==> config.mk <==
export PLATFORM = sky130hd
export DESIGN_NAME = win_regfile
export DESIGN_NICKNAME = d
export VERILOG_FILES = /design/src/rtl/rfw_pkg.sv /design/src/rtl/rfw_bank.sv /design/src/rtl/rfw_limits.sv /design/src/rtl/rfw_pointer.sv /design/src/rtl/win_regfile.sv
export SDC_FILE = /design/constraint.sdc
export NUM_CORES = 2
export LEC_CHECK = 0
export CAP_MARGIN = 20
export CORE_ASPECT_RATIO = 0.9
export CORE_MARGIN = 2
export CORE_UTILIZATION = 35
export CTS_CLUSTER_DIAMETER = 200
export CTS_CLUSTER_SIZE = 14
export DETAILED_ROUTE_END_ITERATION = 7
export DONT_BUFFER_PORTS = 1
export PLACE_DENSITY = 0.6
export SYNTH_ARGS = -nofsm -noshare
export SYNTH_HDL_FRONTEND = slang
export SYNTH_SLANG_ARGS = --single-unit
==> constraint.sdc <==
create_clock -name clk -period 3.8 [get_ports clk]
set_input_delay 0.95 -clock clk [delete_from_list [all_inputs] [get_ports clk]]
set_output_delay 0.95 -clock clk [all_outputs]
set_load 0.01 [all_outputs]
==> src/rtl/rfw_pkg.sv <==
package rfw_pkg;
  localparam int WIN_STEP = 16;
  localparam int LOG_REGS = 32;
  localparam int WV_ADDR  = 2;

  // number of pointer positions for a given physical size
  function automatic int win_total(input int nregs);
    return nregs / WIN_STEP;
  endfunction

  // pointer value and high bound after reset
  function automatic int reset_top(input int nregs);
    return win_total(nregs) - 3;
  endfunction

  // logical register under a window to physical entry
  function automatic int phys_of(input int cwp, input int lreg, input int nregs);
    return (cwp * WIN_STEP + lreg) % nregs;
  endfunction
endpackage

==> src/rtl/rfw_bank.sv <==
module rfw_bank #(
  parameter int DATA_W = 32,
  parameter int DEPTH  = 128,
  parameter int NRD    = 2,
  localparam int AW    = $clog2(DEPTH)
) (
  input  logic                         clk,
  input  logic                         we,
  input  logic [AW-1:0]                waddr,
  input  logic [DATA_W-1:0]            wdata,
  input  logic [NRD-1:0][AW-1:0]       raddr,
  output logic [NRD-1:0][DATA_W-1:0]   rdata
);
  logic [DATA_W-1:0] cells [DEPTH];

  always_ff @(posedge clk) begin
    if (we) cells[waddr] <= wdata;
  end

  for (genvar p = 0; p < NRD; p++) begin : g_rd
    assign rdata[p] = cells[raddr[p]];
  end
endmodule

==> src/rtl/rfw_limits.sv <==
module rfw_limits #(
  parameter int DATA_W    = 32,
  parameter int CTL_AW    = 4,
  parameter int WIN_W     = 3,
  parameter int RESET_HI  = 5,
  parameter bit WV_WRITE  = 1'b1
) (
  input  logic              clk,
  input  logic              rst_n,
  input  logic              ctl_wr_en,
  input  logic [CTL_AW-1:0] ctl_wr_addr,
  input  logic [DATA_W-1:0] ctl_wr_data,
  input  logic [CTL_AW-1:0] ctl_rd_addr,
  output logic [DATA_W-1:0] ctl_rd_data,
  output logic [WIN_W-1:0]  lo_lim,
  output logic [WIN_W-1:0]  hi_lim
);
  localparam logic [CTL_AW-1:0] LIM_ADDR = CTL_AW'(rfw_pkg::WV_ADDR);

  logic lim_wr_hit;
  logic unused_upper;

  assign lim_wr_hit   = WV_WRITE && ctl_wr_en && (ctl_wr_addr == LIM_ADDR);
  assign unused_upper = ^ctl_wr_data[DATA_W-1:2*WIN_W];

  always_ff @(posedge clk or negedge rst_n) begin
    if (!rst_n) begin
      lo_lim <= WIN_W'(1);
      hi_lim <= WIN_W'(RESET_HI);
    end else if (lim_wr_hit) begin
      lo_lim <= ctl_wr_data[WIN_W-1:0];
      hi_lim <= ctl_wr_data[2*WIN_W-1:WIN_W];
    end
  end

  always_comb begin
    ctl_rd_data = '0;
    if (ctl_rd_addr == LIM_ADDR) ctl_rd_data = DATA_W'({hi_lim, lo_lim});
  end
endmodule

==> src/rtl/rfw_pointer.sv <==
module rfw_pointer #(
  parameter int WIN_W     = 3,
  parameter int RESET_CWP = 5,
  parameter bit HAS_EXC   = 1'b1
) (
  input  logic             clk,
  input  logic             rst_n,
  input  logic             save_req,
  input  logic             restore_req,
  input  logic [WIN_W-1:0] lo_lim,
  input  logic [WIN_W-1:0] hi_lim,
  output logic [WIN_W-1:0] cwp,
  output logic             ovf,
  output logic             unf
);
  logic lone_save, lone_rest, step_dn, step_up;

  assign lone_save = save_req & ~restore_req;
  assign lone_rest = restore_req & ~save_req;
  assign ovf       = HAS_EXC && lone_save && (cwp == lo_lim);
  assign unf       = HAS_EXC && lone_rest && (cwp == hi_lim);
  assign step_dn   = lone_save & ~ovf;
  assign step_up   = lone_rest & ~unf;

  always_ff @(posedge clk or negedge rst_n) begin
    if (!rst_n)       cwp <= WIN_W'(RESET_CWP);
    else if (step_dn) cwp <= cwp - 1'b1;
    else if (step_up) cwp <= cwp + 1'b1;
  end
endmodule

==> src/rtl/win_regfile.sv <==
module win_regfile #(
  parameter int NUM_REGS = 128,
  parameter int DATA_W   = 32,
  parameter int CTL_AW   = 4,
  parameter bit HAS_EXC  = 1'b1,
  parameter bit WV_WRITE = 1'b1,
  localparam int WIN_W   = $clog2(NUM_REGS / rfw_pkg::WIN_STEP)
) (
  input  logic              clk,
  input  logic              rst_n,
  input  logic [4:0]        rd_a_idx,
  output logic [DATA_W-1:0] rd_a_data,
  input  logic [4:0]        rd_b_idx,
  output logic [DATA_W-1:0] rd_b_data,
  input  logic              wr_en,
  input  logic [4:0]        wr_idx,
  input  logic [DATA_W-1:0] wr_data,
  input  logic              save_req,
  input  logic              restore_req,
  input  logic [CTL_AW-1:0] ctl_rd_addr,
  output logic [DATA_W-1:0] ctl_rd_data,
  input  logic              ctl_wr_en,
  input  logic [CTL_AW-1:0] ctl_wr_addr,
  input  logic [DATA_W-1:0] ctl_wr_data,
  output logic [WIN_W-1:0]  cur_win,
  output logic              ovf_exc,
  output logic              unf_exc
);
  localparam int PHY_W    = $clog2(NUM_REGS);
  localparam int RESET_HI = rfw_pkg::reset_top(NUM_REGS);

  logic [WIN_W-1:0]             lo_lim, hi_lim;
  logic [PHY_W-1:0]             wr_phys;
  logic [1:0][PHY_W-1:0]        rd_phys;
  logic [1:0][DATA_W-1:0]       rd_vals;

  rfw_limits #(
    .DATA_W(DATA_W), .CTL_AW(CTL_AW), .WIN_W(WIN_W),
    .RESET_HI(RESET_HI), .WV_WRITE(WV_WRITE)
  ) u_lim (
    .clk(clk), .rst_n(rst_n),
    .ctl_wr_en(ctl_wr_en), .ctl_wr_addr(ctl_wr_addr), .ctl_wr_data(ctl_wr_data),
    .ctl_rd_addr(ctl_rd_addr), .ctl_rd_data(ctl_rd_data),
    .lo_lim(lo_lim), .hi_lim(hi_lim)
  );

  rfw_pointer #(
    .WIN_W(WIN_W), .RESET_CWP(RESET_HI), .HAS_EXC(HAS_EXC)
  ) u_ptr (
    .clk(clk), .rst_n(rst_n),
    .save_req(save_req), .restore_req(restore_req),
    .lo_lim(lo_lim), .hi_lim(hi_lim),
    .cwp(cur_win), .ovf(ovf_exc), .unf(unf_exc)
  );

  assign wr_phys    = PHY_W'(rfw_pkg::phys_of(int'(cur_win), int'(wr_idx), NUM_REGS));
  assign rd_phys[0] = PHY_W'(rfw_pkg::phys_of(int'(cur_win), int'(rd_a_idx), NUM_REGS));
  assign rd_phys[1] = PHY_W'(rfw_pkg::phys_of(int'(cur_win), int'(rd_b_idx), NUM_REGS));

  rfw_bank #(
    .DATA_W(DATA_W), .DEPTH(NUM_REGS), .NRD(2)
  ) u_bank (
    .clk(clk), .we(wr_en), .waddr(wr_phys), .wdata(wr_data),
    .raddr(rd_phys), .rdata(rd_vals)
  );

  assign rd_a_data = rd_vals[0];
  assign rd_b_data = rd_vals[1];
endmodule

==> metrics <==
maximum number of pins on one net before global-route repair 257; ys flop type edfxtp_1; Clock Tree Root clkbuf_16; die area 0.545 sq mm; Startpoint Class primary input; initial drt markers 19300; clk buf depth 4; GPL Wtd Cong 0.849; Leakage 0.0682 uW; setup tns final -67.77 ns; met2 Track Usage GR 36.6%; pre-CTS setup slack -3.34 ns; most frequent CP cell buf_4; DR vias 104000; worst path required time 2.85 ns; Detailed Place HPWL 356000 um; nets@finish 8807; Fmax achieved 195 MHz; Synth warnings 0; Final ANT Viol Nets 0; CP max-delay cell mux4_2; top post-synthesis cells by area edfxtp_1 (65%), mux4_2 (31%), mux2_2 (0.80%); crit path capture type output pin; post-DR vias/cell 6.51; clk_skew 0.111 ns; WS Path Type in2out; list of most frequent post-synthesis cells edfxtp_1 (4096), mux4_2 (2560), clkbuf_1 (307), buf_2 (269), nor2_1 (137); M1 GR Usage 31.0%; Filler Cell Count 45300; critical path peak fanout 256; Post-Syn Instances 7926; I/O pin cnt 194; Seq. cell area 0.123 sq mm; drt total wl 661000 um; Syn Std Cell Area 0.189 sq mm; peak supply drop 0.706 mV; Reg clk slew, reported paths 0.07 ns; die span in x 778 um; GRT overflow 0; failing checks DRC, slew limit, setup timing; Slew Limit Fails 236; First-pass DRT Iterations 8; first-pass GRT wire length 890000 um; Yosys top cell by area edfxtp_1; outcome finished with violations; RSZ-0062 raised after global routing yes; sequential-to-total area share from yosys stat 65.3%; wire per inst 41.4 um; Final min period 5.14 ns; clk_lat worst skew 1.00 ns; final hold viol count 0; area of the multi-input gates 0.0656 sq mm; die extent in y 701 um; Area Growth Syn to Fin 17.9%; number of CTS-inserted buffers 331; cell row count 255; slew margin rel. -57.8%; final worst-path cycle share 135%; Initial Utilization 35.2%; critical path's largest stage delay 1.32 ns; worst min-delay path class in2reg; P per Cell Area 530 mW/mm^2; Worst Setup Slack, final -1.34 ns; CP Buf/Inv Count 3; worst slew pin tran 2.37 ns; M3 GR Usage 7.38%; Residual DRC 3; max cap viols 0; busiest layer in global routing met2; Synth top area share 65.2%; Port Buf Inserts 0; CTS tree built; Yosys cell types 31; Post-synth EDFFs 4096; synthesis-stage register bit count 4105; Avg Inst Size Synth 23.8 sq um; core area 0.536 sq mm; CTS sink count 4105; Worst Path Arrival 4.19 ns; vias in the first global route 105000; H-tree levels 5; most frequent cell after synthesis edfxtp_1; antenna violations before repair 22; CP Cell Sequence mux4_2, mux2i_4, buf_4, a221oi_4, buf_4, buf_4; share of cells above drive strength 1 50.7%; final setup fails 64; FFs w/ async S/R, synth 0.219%; All-Layer GR Usage 23.7%; Top delay family on crit path multiplexers
final cells by class:
type / count / area share, %
Sequential cell: 4105 / 55.4
Multi-Input combinational cell: 3185 / 29.5
Timing Repair Buffer: 1081 / 7.04
Tap cell: 7196 / 4.05
Clock buffer: 345 / 3.79
Clock inverter: 23 / 0.195
Antenna cell: 17 / 0.0191
Inverter: 3 / 0.00506
report_power, final:
| part | leakage [uW] | internal, uW | total, uW | switching, uW |
|---|---|---|---|---|
| sequential | 0.0369 | 50500 | 50800 | 313 |
| combinational | 0.0269 | 15700 | 35300 | 19600 |
| clock | 0.00432 | 15700 | 31800 | 16100 |
metrics by stage:
stage	util, %	area (sq um)	power [uW]	std cells	hold slack, ns
2_1_floorplan	-	190000	62600	7951	0.516
3_3_place_gp	38.5	206000	79900	15400	0.529
3_5_place_dp	38.5	206000	79900	15400	0.544
4_1_cts	41.2	221000	116000	15900	0.00101
5_1_grt	41.5	222000	120000	15900	0.0140
6_report	41.5	222000	118000	16000	0.0415
cells by family after synthesis:
logic type	after synthesis	synth area share, %
AO/OA/AOI/OAI	129	0.513
XOR/XNOR	12	0.0557
adder cells (fa/ha/maj)	7	0.0504
buffers and inverters	661	1.60
flip-flops	4105	65.3
multiplexers	2824	32.0
other	1	0.00199
AND/OR/NAND/NOR	187	0.414
state kept, by name, indices dropped and copies added, names as in the netlist:
signal,cells
u_bank.cells,4096
u_lim.lo_lim,3
u_ptr.cwp,3
u_lim.hi_lim,3
cells in the final DEF, fill, tap and decap left out, types with 4 or more instances in the layout:
cell / count
a221oi_1: 5
a221oi_2: 19
a221oi_4: 40
and2_1: 8
buf_12: 296
buf_16: 91
buf_4: 475
buf_6: 126
buf_8: 26
bufbuf_16: 42
clkbuf_1: 10
clkbuf_16: 351
clkinv_16: 7
clkinv_8: 8
conb_1: 26
dfrtp_1: 4
dfstp_2: 5
diode_2: 17
dlygate4sd3_1: 9
edfxtp_1: 4096
ha_1: 4
inv_6: 6
mux2_2: 38
mux2_4: 96
mux2i_1: 92
mux2i_2: 24
mux2i_4: 14
mux4_2: 2560
nand2_1: 12
nand2_2: 5
nand3_1: 6
nand3_2: 4
nor2_1: 7
nor2_4: 130
nor2b_1: 5
o22ai_1: 4
o22ai_2: 27
o22ai_4: 33
xnor2_1: 11
path summary, 6_finish.rpt:
check                                 from             endpoint  slack [ns]  depth (start not counted)
hold reg to reg            u_lim.hi_lim[1]      u_lim.hi_lim[1]        0.56                          1
setup / recovery               rd_b_idx[1]        rd_b_data[16]       -1.34                          6
setup reg to reg              u_ptr.cwp[0]  u_bank.cells[95][7]        0.55                         10
max in group asynchronous            rst_n         u_ptr.cwp[2]        3.16                          1
hold / removal                  wr_data[6]  u_bank.cells[39][6]        0.04                          0
min in group asynchronous            rst_n      u_lim.lo_lim[2]        0.31                          1
per-layer routing:
metal	vias up	wire, um
met5	-	330
met4	8	32900
met1	57100	236000
met2	8051	303000
met3	1179	88400
li1	37500	-
repair_timing:
item | in CTS | in global routing
setup endpoints to repair | 64 | 64
hold buffers | 10 | 0
gates cloned | 79 | 16
resized for setup | 433 | 185
setup buffers | 80 | 47
hold endpoints to repair | 150 | 0
pin swaps | 34 | 47
Power figures use the tool's default switching activity.
